--- src/rtl/gpio_regs_pkg.sv ---
package gpio_regs_pkg;

  localparam int BYTE_W = 8;

  typedef enum logic [2:0] {
    TGT_NONE,
    TGT_OUT,
    TGT_MODE,
    TGT_DIR,
    TGT_PIN,
    TGT_SELA,
    TGT_SELB
  } tgt_e;

  localparam logic [1:0] SIZE_BYTE = 2'd0;

  localparam int OUT_BASE  = 'h00;
  localparam int MODE_BASE = 'h20;
  localparam int DIR_BASE  = 'h60;
  localparam int PIN_BASE  = 'h80;
  localparam int SELA_OFF  = 'h44;
  localparam int SELB_OFF  = 'h48;

  // Ports are laid out in pairs; each pair advances the offset by four.
  function automatic int port_rel(int p);
    return (p / 2) * 4 + (p % 2);
  endfunction

  // Bits a write may set; any other set bit rejects the write.
  function automatic logic [BYTE_W-1:0] wr_mask(tgt_e t, int p);
    case (t)
      TGT_OUT, TGT_DIR: return (p == 3) ? 8'h03 : 8'hFF;
      TGT_MODE: begin
        if (p <= 1) return 8'h01;
        else if (p == 3) return 8'h03;
        else return 8'hFF;
      end
      TGT_SELA: return 8'h03;
      TGT_SELB: return 8'h0F;
      default:  return 8'h00;
    endcase
  endfunction

  function automatic logic [BYTE_W-1:0] mode_reset(int p);
    return (p == 2) ? 8'hFF : 8'h00;
  endfunction

endpackage

--- src/rtl/gpio_addr_decode.sv ---
module gpio_addr_decode
  import gpio_regs_pkg::*;
#(
  parameter int NUM_PORTS = 4,
  parameter int ADDR_W    = 8,
  localparam int PIDX_W   = (NUM_PORTS > 1) ? $clog2(NUM_PORTS) : 1
) (
  input  logic [ADDR_W-1:0] addr,
  output tgt_e              tgt,
  output logic [PIDX_W-1:0] port
);

  always_comb begin
    tgt  = TGT_NONE;
    port = '0;
    if (addr == ADDR_W'(SELA_OFF)) tgt = TGT_SELA;
    if (addr == ADDR_W'(SELB_OFF)) tgt = TGT_SELB;
    for (int p = 0; p < NUM_PORTS; p++) begin
      if (addr == ADDR_W'(OUT_BASE + port_rel(p))) begin
        tgt = TGT_OUT;  port = PIDX_W'(p);
      end
      if (addr == ADDR_W'(MODE_BASE + port_rel(p))) begin
        tgt = TGT_MODE; port = PIDX_W'(p);
      end
      if (addr == ADDR_W'(DIR_BASE + port_rel(p))) begin
        tgt = TGT_DIR;  port = PIDX_W'(p);
      end
      if (addr == ADDR_W'(PIN_BASE + port_rel(p))) begin
        tgt = TGT_PIN;  port = PIDX_W'(p);
      end
    end
  end

endmodule

--- src/rtl/gpio_access_policy.sv ---
module gpio_access_policy
  import gpio_regs_pkg::*;
#(
  parameter int NUM_PORTS = 4,
  parameter int PIN_PORTS = 3,
  localparam int PIDX_W   = (NUM_PORTS > 1) ? $clog2(NUM_PORTS) : 1
) (
  input  tgt_e              tgt,
  input  logic [PIDX_W-1:0] port,
  input  logic              is_write,
  input  logic [1:0]        size,
  input  logic [BYTE_W-1:0] wdata,
  output logic              reject
);

  logic [BYTE_W-1:0] mask;
  logic bad_size, unmapped, pin_write, pin_absent, reserved_set;

  always_comb begin
    mask         = wr_mask(tgt, int'(port));
    bad_size     = (size != SIZE_BYTE);
    unmapped     = (tgt == TGT_NONE);
    pin_write    = is_write && (tgt == TGT_PIN);
    pin_absent   = !is_write && (tgt == TGT_PIN) && (int'(port) >= PIN_PORTS);
    reserved_set = is_write && (tgt != TGT_PIN) && ((wdata & ~mask) != '0);
    reject       = bad_size || unmapped || pin_write || pin_absent || reserved_set;
  end

endmodule

--- src/rtl/gpio_pin_sync.sv ---
module gpio_pin_sync #(
  parameter int WIDTH = 32
) (
  input  logic             clk,
  input  logic             rst_n,
  input  logic [WIDTH-1:0] raw,
  output logic [WIDTH-1:0] synced
);

  logic [WIDTH-1:0] stage1;

  always_ff @(posedge clk or negedge rst_n) begin
    if (!rst_n) begin
      stage1 <= '0;
      synced <= '0;
    end else begin
      stage1 <= raw;
      synced <= stage1;
    end
  end

endmodule

--- src/rtl/gpio_port_regs.sv ---
module gpio_port_regs
  import gpio_regs_pkg::*;
#(
  parameter int NUM_PORTS = 4,
  parameter int PIN_PORTS = 3,
  parameter int ADDR_W    = 8,
  localparam int PIDX_W   = (NUM_PORTS > 1) ? $clog2(NUM_PORTS) : 1,
  localparam int VEC_W    = NUM_PORTS * BYTE_W
) (
  input  logic              clk,
  input  logic              rst_n,
  input  logic              req_valid,
  input  logic              req_write,
  input  logic [1:0]        req_size,
  input  logic [ADDR_W-1:0] req_addr,
  input  logic [BYTE_W-1:0] req_wdata,
  output logic              rsp_valid,
  output logic [BYTE_W-1:0] rsp_rdata,
  output logic              rsp_err,
  input  logic [VEC_W-1:0]  pins_i,
  output logic [VEC_W-1:0]  port_out_o,
  output logic [VEC_W-1:0]  port_mode_o,
  output logic [VEC_W-1:0]  port_dir_o,
  output logic [BYTE_W-1:0] sel_a_o,
  output logic [BYTE_W-1:0] sel_b_o
);

  tgt_e              tgt;
  logic [PIDX_W-1:0] port;
  logic              reject;
  logic              wr_ok;
  logic [VEC_W-1:0]  pin_sync;
  logic [BYTE_W-1:0] rd_mux;

  gpio_addr_decode #(.NUM_PORTS(NUM_PORTS), .ADDR_W(ADDR_W)) u_dec (
    .addr (req_addr),
    .tgt  (tgt),
    .port (port)
  );

  gpio_access_policy #(.NUM_PORTS(NUM_PORTS), .PIN_PORTS(PIN_PORTS)) u_pol (
    .tgt      (tgt),
    .port     (port),
    .is_write (req_write),
    .size     (req_size),
    .wdata    (req_wdata),
    .reject   (reject)
  );

  gpio_pin_sync #(.WIDTH(VEC_W)) u_sync (
    .clk    (clk),
    .rst_n  (rst_n),
    .raw    (pins_i),
    .synced (pin_sync)
  );

  assign wr_ok = req_valid && req_write && !reject;

  for (genvar p = 0; p < NUM_PORTS; p++) begin : g_port
    logic [BYTE_W-1:0] out_r, mode_r, dir_r;
    logic hit;
    assign hit = wr_ok && (port == PIDX_W'(p));

    always_ff @(posedge clk or negedge rst_n) begin
      if (!rst_n) begin
        out_r  <= '0;
        mode_r <= mode_reset(p);
        dir_r  <= '0;
      end else if (hit) begin
        if (tgt == TGT_OUT)  out_r  <= req_wdata;
        if (tgt == TGT_MODE) mode_r <= req_wdata;
        if (tgt == TGT_DIR)  dir_r  <= req_wdata;
      end
    end

    assign port_out_o [p*BYTE_W +: BYTE_W] = out_r;
    assign port_mode_o[p*BYTE_W +: BYTE_W] = mode_r;
    assign port_dir_o [p*BYTE_W +: BYTE_W] = dir_r;
  end

  always_ff @(posedge clk or negedge rst_n) begin
    if (!rst_n) begin
      sel_a_o <= 8'h00;
      sel_b_o <= 8'h0F;
    end else if (wr_ok) begin
      if (tgt == TGT_SELA) sel_a_o <= req_wdata;
      if (tgt == TGT_SELB) sel_b_o <= req_wdata;
    end
  end

  always_comb begin
    case (tgt)
      TGT_OUT:  rd_mux = port_out_o [int'(port)*BYTE_W +: BYTE_W];
      TGT_MODE: rd_mux = port_mode_o[int'(port)*BYTE_W +: BYTE_W];
      TGT_DIR:  rd_mux = port_dir_o [int'(port)*BYTE_W +: BYTE_W];
      TGT_PIN:  rd_mux = pin_sync   [int'(port)*BYTE_W +: BYTE_W];
      TGT_SELA: rd_mux = sel_a_o;
      TGT_SELB: rd_mux = sel_b_o;
      default:  rd_mux = '0;
    endcase
  end

  always_ff @(posedge clk or negedge rst_n) begin
    if (!rst_n) begin
      rsp_valid <= 1'b0;
      rsp_err   <= 1'b0;
      rsp_rdata <= '0;
    end else begin
      rsp_valid <= req_valid;
      rsp_err   <= req_valid && reject;
      rsp_rdata <= (req_valid && !req_write && !reject) ? rd_mux : '0;
    end
  end

  // one response, exactly one cycle after each request
  assert_rsp_follows_req_R10: assert property (@(posedge clk) disable iff (!rst_n)
    req_valid |=> rsp_valid);
  assert_no_spurious_rsp_R10: assert property (@(posedge clk) disable iff (!rst_n)
    !req_valid |=> (!rsp_valid && !rsp_err));
  // wrong-sized access errors and leaves state alone
  assert_bad_size_err_R3: assert property (@(posedge clk) disable iff (!rst_n)
    (req_valid && req_size != SIZE_BYTE) |=> rsp_err);
  assert_bad_size_stable_R3: assert property (@(posedge clk) disable iff (!rst_n)
    (req_valid && req_size != SIZE_BYTE) |=>
      ($stable(port_out_o) && $stable(port_mode_o) && $stable(port_dir_o)
       && $stable(sel_a_o) && $stable(sel_b_o)));
  // any rejected request leaves every register unchanged
  assert_err_no_update_R4: assert property (@(posedge clk) disable iff (!rst_n)
    rsp_err |-> ($stable(port_out_o) && $stable(port_mode_o) && $stable(port_dir_o)
                 && $stable(sel_a_o) && $stable(sel_b_o)));
  // unimplemented bits of port 3 never become set
  assert_port3_bits_R5: assert property (@(posedge clk) disable iff (!rst_n)
    (port_out_o[31:26] == '0) && (port_mode_o[31:26] == '0) && (port_dir_o[31:26] == '0));
  // port 0/1 mode registers hold only bit 0
  assert_mode01_bits_R6: assert property (@(posedge clk) disable iff (!rst_n)
    (port_mode_o[7:1] == '0) && (port_mode_o[15:9] == '0));
  // select registers hold only their implemented bits
  assert_select_bits_R7: assert property (@(posedge clk) disable iff (!rst_n)
    (sel_a_o[7:2] == '0) && (sel_b_o[7:4] == '0));

endmodule

--- config.mk ---
export PLATFORM = sky130hd
export DESIGN_NAME = gpio_port_regs
export DESIGN_NICKNAME = d
export VERILOG_FILES = /design/src/rtl/gpio_regs_pkg.sv /design/src/rtl/gpio_addr_decode.sv /design/src/rtl/gpio_access_policy.sv /design/src/rtl/gpio_pin_sync.sv /design/src/rtl/gpio_port_regs.sv
export SDC_FILE = /design/constraint.sdc
export NUM_CORES = 1
export LEC_CHECK = 0
export ABC_AREA = 1
export ABC_CLOCK_PERIOD_IN_PS = 1200
export BUFFER_PORTS_ARGS = -buffer_cell sky130_fd_sc_hd__buf_2
export CAP_MARGIN = 20
export CORE_MARGIN = 3
export CORE_UTILIZATION = 40
export DETAILED_ROUTE_END_ITERATION = 8
export SKIP_LAST_GASP = 1
export SYNTH_ARGS = -nofsm -noshare
export SYNTH_HDL_FRONTEND = slang
export SYNTH_SLANG_ARGS = --single-unit
export TNS_END_PERCENT = 100
--- constraint.sdc ---
create_clock -name clk -period 1.2 [get_ports clk]
set_input_delay 0.18 -clock clk [delete_from_list [all_inputs] [get_ports clk]]
set_output_delay 0.18 -clock clk [all_outputs]
set_load 0.01 [all_outputs]
* Yosys cells after proc, flatten, opt, wreduce, memory -nomap -nowiden
Index checks and enable logic that the tools add are counted.
** Operators by class
- Add/sub/neg operators :: 0
- Multipliers :: 0
- Divide/modulo/power cells :: 0
- Order comparisons :: 2
- Equal/unequal tests :: 28
- Shifts and indexed selects :: 4
- Mux-type cells :: 35
- Bitwise logic cells :: 2
- Reduce and logical (&&, ||, !) cells :: 40
** Operators by type and width (number)
- $shiftx A32 B6 Y8 :: 4
- $mux W3 :: 18
- $eq A8 B7 Y1 const B :: 6
- $pmux W8 S6 :: 1
- $eq A8 B6 Y1 const B :: 4
- $eq A8 B8 Y1 const B :: 4
- $pmux W8 S4 :: 1
- $reduce_and A2 Y1 :: 14
- $mux W8 :: 3
- $eq A8 B3 Y1 const B :: 2
- $mux W2 :: 8
- $logic_and A1 B1 Y1 :: 14
- $eq A3 B3 Y1 const B :: 3
- $and A8 B8 Y8 :: 1
- $eq A8 B1 Y1 const B :: 1
- $logic_not A8 Y1 :: 1
- $not A8 Y8 :: 1
- $reduce_bool A8 Y1 :: 1
- $eq A3 B2 Y1 const B :: 2
- $eq A2 B1 Y1 const B :: 2
- $eq A2 B2 Y1 const B :: 2
- $logic_or A1 B1 Y1 :: 4
- $mux W1 :: 4
- $eq A3 B1 Y1 const B :: 1
- 8 further kinds :: 9
** Word-level totals
- Register bits :: 186
- Bits in latches :: 0
- Memory bits (writable) :: 0
- Memory bits (read-only) :: 0
- Input bits :: 54
- Output and inout port bits :: 122
- Logic and storage cells :: 130
- Memories :: 0

* Longest topological paths before layout
- Depth after elaboration :: 31
- Depth in mapped cells :: 21
- Gate-level depth less buffers :: 20

* Hierarchy
A second synthesis with hierarchy kept.
** Unflattened totals
- Cell total of the unflattened synthesis :: 874
- Area, all modules :: 7778.7 um^2
** Modules (own cells, without submodules)
- gpio_port_regs :: times used 1, cells an instance 711, area an instance 5735.5 um^2, seq. area each 3067.9 um^2
- gpio_pin_sync :: times used 1, cells an instance 64, area an instance 1601.5 um^2, seq. area each 1601.5 um^2
- gpio_addr_decode :: times used 1, cells an instance 63, area an instance 292.8 um^2, seq. area each 0.0 um^2
- gpio_access_policy :: times used 1, cells an instance 36, area an instance 148.9 um^2, seq. area each 0.0 um^2

* Worst setup path after synthesis
Ideal clock, no wire load.
- Path type :: input port to flip-flop
- Start point :: in req_addr[1]
- End point :: reg g_port[2].out_r[0]
- Setup time :: 0.121 ns
- Arrival time :: 2.029 ns
- Data required time :: 1.079 ns
- Path slack :: -0.951 ns
- Stages on the path :: 18
- Buffers on the path :: 1
- Cells stage by stage :: inv_1 nand2_1 nor2_1 nand2_4 nand2_1 nor2_4 nand4_4 nor2_4 nand4_1 nand4_1 nand2_1 nor2_1 nand2_1 nand2_2 nand4_1 buf_2 o21bai_1 nand2_1
** On the way
- Longest elaborated chain between the ends :: 31
- Elaborated cells between the ends (all ways) :: 80
- Classes of those cells :: order compare: 2; eq/ne: 26; mux: 33; bitwise: 2; reduce/logical: 17
** RTL lines
- start, declared :: line gpio_port_regs.sv:15 : input logic [ADDR_W-1:0] req_addr,
- $eq A8 B7 Y1 :: line gpio_addr_decode.sv:16 : if (addr == ADDR_W'(SELA_OFF)) tgt = TGT_SELA;
- $mux W3 :: line gpio_addr_decode.sv:16
- $mux W3 :: line gpio_addr_decode.sv:17 : if (addr == ADDR_W'(SELB_OFF)) tgt = TGT_SELB;
- $mux W3 :: line gpio_addr_decode.sv:19 : if (addr == ADDR_W'(OUT_BASE + port_rel(p))) begin
- $mux W3 :: line gpio_addr_decode.sv:22 : if (addr == ADDR_W'(MODE_BASE + port_rel(p))) begin
- $mux W3 :: line gpio_addr_decode.sv:25 : if (addr == ADDR_W'(DIR_BASE + port_rel(p))) begin
- $mux W3 :: line gpio_addr_decode.sv:28 : if (addr == ADDR_W'(PIN_BASE + port_rel(p))) begin
- $mux W3 :: line gpio_addr_decode.sv:19
- (+15 left out)
- $and A8 B8 Y8 :: line gpio_access_policy.sv:25 : reserved_set = is_write && (tgt != TGT_PIN) && ((wdata & ~mask) != '0);
- $reduce_bool A8 Y1 :: line gpio_access_policy.sv:25
- $logic_and A1 B1 Y1 :: line gpio_access_policy.sv:25
- $logic_or A1 B1 Y1 :: line gpio_access_policy.sv:26 : reject = bad_size || unmapped || pin_write || pin_absent || reserved_set;
- $logic_not A1 Y1 :: line gpio_port_regs.sv:57 : assign wr_ok = req_valid && req_write && !reject;
- $logic_and A1 B1 Y1 :: line gpio_port_regs.sv:57
- $logic_and A1 B1 Y1 :: line gpio_port_regs.sv:62 : assign hit = wr_ok && (port == PIDX_W'(p));
- $reduce_and A2 Y1 (no line) (*)
- end signal, assigned :: line gpio_port_regs.sv:70 : if (tgt == TGT_OUT) out_r <= req_wdata;
- end, declared :: line gpio_port_regs.sv:60 : logic [BYTE_W-1:0] out_r, mode_r, dir_r;
Every way passes the cells marked *; elsewhere a longest branch is shown, timed or not.
A chain may end at the register's enable or synchronous reset.

* Final worst setup path
- Start point :: in req_addr[7]
- End point :: reg g_port[2].dir_r[0]
** On the way
- Longest elaborated chain between the ends :: 31
- Elaborated cells between the ends (all ways) :: 80
- Classes of those cells :: order compare: 2; eq/ne: 26; mux: 33; bitwise: 2; reduce/logical: 17
** RTL lines
- $eq A8 B7 Y1 :: line gpio_addr_decode.sv:16
- $mux W3 :: line gpio_addr_decode.sv:16
- $mux W3 :: line gpio_addr_decode.sv:17
- $mux W3 :: line gpio_addr_decode.sv:19
- $mux W3 :: line gpio_addr_decode.sv:22
- $mux W3 :: line gpio_addr_decode.sv:25
- $mux W3 :: line gpio_addr_decode.sv:28
- $mux W3 :: line gpio_addr_decode.sv:19
- (+15 left out)
- $and A8 B8 Y8 :: line gpio_access_policy.sv:25
- $reduce_bool A8 Y1 :: line gpio_access_policy.sv:25
- $logic_and A1 B1 Y1 :: line gpio_access_policy.sv:25
- $logic_or A1 B1 Y1 :: line gpio_access_policy.sv:26
- $logic_not A1 Y1 :: line gpio_port_regs.sv:57
- $logic_and A1 B1 Y1 :: line gpio_port_regs.sv:57
- $logic_and A1 B1 Y1 :: line gpio_port_regs.sv:62
- $reduce_and A2 Y1 (no line) (*)
- end signal, assigned :: line gpio_port_regs.sv:72 : if (tgt == TGT_DIR) dir_r <= req_wdata;
- end, declared :: line gpio_port_regs.sv:60
Marked as above.

==> results.ini <==
[die]
start_util_pct = 41.27
core-area_sq_um = 19780
die_area_sq_um = 22160
die_x_um = 148.9
die_h_um = 148.9
ios = 176
rows = 51

[finish]
fin_util_pct = 65.64
finalNetCount = 1320
diodes = 0
fin_area_sq_um = 12990
fillers = 1573
drive_gt1_share_pct = 41.75
synthToLayoutAreaGrowth_pct = 59.05

[min_path]
worstHoldPathCells = 3
hold_path_end = rsp_err$_DFF_PN0_
hp-class = in -> reg
hold_path_startpoint = req_valid

[timing]
clock.fmax_mhz = 459.1
finalHoldViolCount = 0
fin_crit_ns = 2.178
clock_skew_ns = 0.006625
rsz0062_at_grt = true
slew_headroom_pct = 71.73
setup_viol = 154
fin_crit_sh_pct = 181.5
layout_setup_ws_ns = -0.9780
final-max-slew-violation-count = 0
worst_pin_slew_ns = 0.4241

[clock_tree]
clockRootBuffer = clkbuf_16
cts_tree = yes
clk_pin_slew_ns = 0.06
cts_num_sinks = 186
clk_latency_ns = 0.43
cts_max_level = 4
numCtsBuffers = 17
cts_max_path_buffers = 2

[yosys]
synth-edff-count = 0
ys.flop_type = dfrtp_1
synthTopCellsByArea = dfrtp_1, nand2_1, inv_1, o21bai_1, nor2_1
synth-seq-area-share_pct = 57.20
yosys.area.top_type = dfrtp_1
synth_cell_types = 34
synth_top_area_share_pct = 53.33
syn_area_sq_um = 8164
async_reset_ff_share_pct = 100.0
ys_top_cells_by_count = dfrtp_1, nand2_1, inv_1, nor2_1, nand3_1
synthCells = 907
synth-seq-cells = 186
avgSynthCellArea_sq_um = 9.001
synth_most_common_cell = dfrtp_1
synth_warnings = 0
syn_nets = 961

[critical_path]
critical_path_arrival_ns = 2.54
cp-start-kind = input port
rr_worst_depth = 6
r2r_slack_ns = -0.26
critPathCaptureType = flip-flop
r2r_end = rsp_rdata[5]$_DFF_PN0_
path_max_fanout = 8
crit_type = in -> reg
r2r_start = g_port[2].mode_r[5]$_DFFE_PN1P_
cp.required_ns = 1.57

[job]
drv_cap = 0

[grt]
grt_remaining_overflow = 0
first_global_vias = 7832
grt_max_degree = 42
antenna_found_initial = 0
grt_pass1_wl_mm = 43.19
track_usage_pct = 25.38

[outcome]
failed_checks = negative setup slack
outcome = finished with violations

[drt]
drt_pass1_iterations = 7
drc = 0
wire_per_inst_um = 18.07
dr.first_iter.drc_count = 661
vias = 7728
wirelength_mm = 27.91
vias_per_cell = 5.005
ant_nets = 0

[placement]
placedInstanceArea_sq_um = 10790
portBuffers = 175
gp_congestion = 0.8776
place_hpwl_mm = 18.97

[power]
powerDensity_nw_per_um2 = 1029
p_leak_nw = 6.430
ir_drop_mv = 0.9884

-- through the flow --
stage / setup TNS (ns) / power, W / hold slack, ns / setup WS, ns / std cells
2_1_floorplan: -97.65 / 0.006827 / -0.1156 / -0.9033 / 907
3_3_place_gp: -149.30 / 0.007326 / 0.1139 / -1.406 / 1465
3_5_place_dp: -155.78 / 0.007329 / 0.1101 / -1.447 / 1465
4_1_cts: -87.49 / 0.01339 / 0.004220 / -0.8027 / 1536
5_1_grt: -118.48 / 0.01379 / 0.03628 / -1.077 / 1544
6_report: -103.05 / 0.01336 / 0.03517 / -0.9780 / 1544
-- where the power goes --
group	switching (W)	internal, W
registers	0.0000409	0.00639
logic	0.000591	0.000421
clock network	0.00253	0.00339
-- area by class of cell --
class,count,area (sq um),share of cell area [%]
flip-flops and latches,186,4669,35.96
repair buffers,377,3447,26.55
multi-input cells,525,3292,25.35
inverters,159,628.1,4.837
clock buffers,18,439.2,3.382
well taps,265,331.6,2.553
clock inverters,14,177.7,1.368
-- worst max-delay path, stage by stage --
cell	delay, ns
buf_8	0.12
inv_16	0.05
nand2_8	0.05
nor2_4	0.24
o21ai_2	0.10
buf_4	0.14
and3_4	0.15
nand2_2	0.06
nand4_1	0.12
nand4_1	0.11
nand2_1	0.07
nor2_2	0.13
nand2_2	0.09
nand2_4	0.13
nand3_4	0.11
buf_8	0.16
nor2_4	0.18
clkbuf_16	0.20
nand3_1	0.07
nand2_1	0.07
-- cell usage in the layout (no fill, tap or decap), types with 4 or more instances in the layout --
master / n
buf_2: 99
nor2_2: 13
nor2_4: 27
nand2_1: 123
a22o_1: 4
a21oi_2: 9
clkinv_1: 4
dfrtp_1: 174
nand4_1: 8
o22ai_1: 13
inv_6: 7
inv_4: 6
clkbuf_16: 18
buf_12: 14
o21ai_0: 25
buf_6: 110
inv_2: 14
o221ai_1: 14
nand2_4: 9
o221ai_2: 4
buf_8: 7
nor2_1: 76
nand2_2: 19
buf_4: 106
inv_1: 134
o211ai_1: 11
a21oi_1: 18
nand3_1: 48
nand3_2: 29
dlygate4sd3_1: 34
o21bai_1: 54
dfstp_2: 12
-- how the worst max path moves through the flow --
stage	from	cells after the start	to
4_1_cts	req_addr[4]	23	g_port[1].dir_r[3]$_DFFE_PN0P_
5_1_grt	req_addr[7]	22	g_port[2].dir_r[1]$_DFFE_PN0P_
2_1_floorplan	req_addr[7]	19	g_port[2].out_r[1]$_DFFE_PN0P_
3_3_place_gp	req_addr[7]	18	rsp_rdata[5]$_DFF_PN0_
6_report	req_addr[7]	20	g_port[2].dir_r[0]$_DFFE_PN0P_
3_5_place_dp	req_addr[7]	18	rsp_rdata[5]$_DFF_PN0_
-- per-layer routing --
| layer | track usage (%) | vias up | routed length, um |
|---|---|---|---|
| met1 | 34.92 | 3728 | 11820 |
| met4 | 8.421 | 0 | 780 |
| li1 | - | 3623 | - |
| met5 | 0 | - | 0 |
| met3 | 5.956 | 47 | 2186 |
| met2 | 39.99 | 330 | 13120 |
-- sequential cells by signal, indices dropped and copies added, names as in the netlist --
| name | cells |
|---|---|
| g_port.mode_r | 32 |
| sel_a_o | 8 |
| g_port.out_r | 32 |
| rsp_err | 1 |
| rsp_rdata | 8 |
| u_sync.stage1 | 32 |
| g_port.dir_r | 32 |
| sel_b_o | 8 |
| rsp_valid | 1 |
| u_sync.synced | 32 |
-- logic make-up (layout without fill, tap and decap cells) --
group / count (synthesis) / in the layout / share of synthesized area [%]
AO/OA/AOI/OAI: 162 / 162 / 13.27
flip-flops: 186 / 186 / 57.20
AND/OR/NAND/NOR: 363 / 363 / 20.21
buffers and inverters: 196 / 568 / 9.318
-- repair_timing --
action,in CTS,in global routing
pin swaps,28,38
hold endpoints to repair,209,0
cloned,6,1
buffers inserted,31,15
endpoints found under the setup margin,187,162
resized for setup,192,42
hold buffers,34,0
Power figures use the tool's default switching activity.
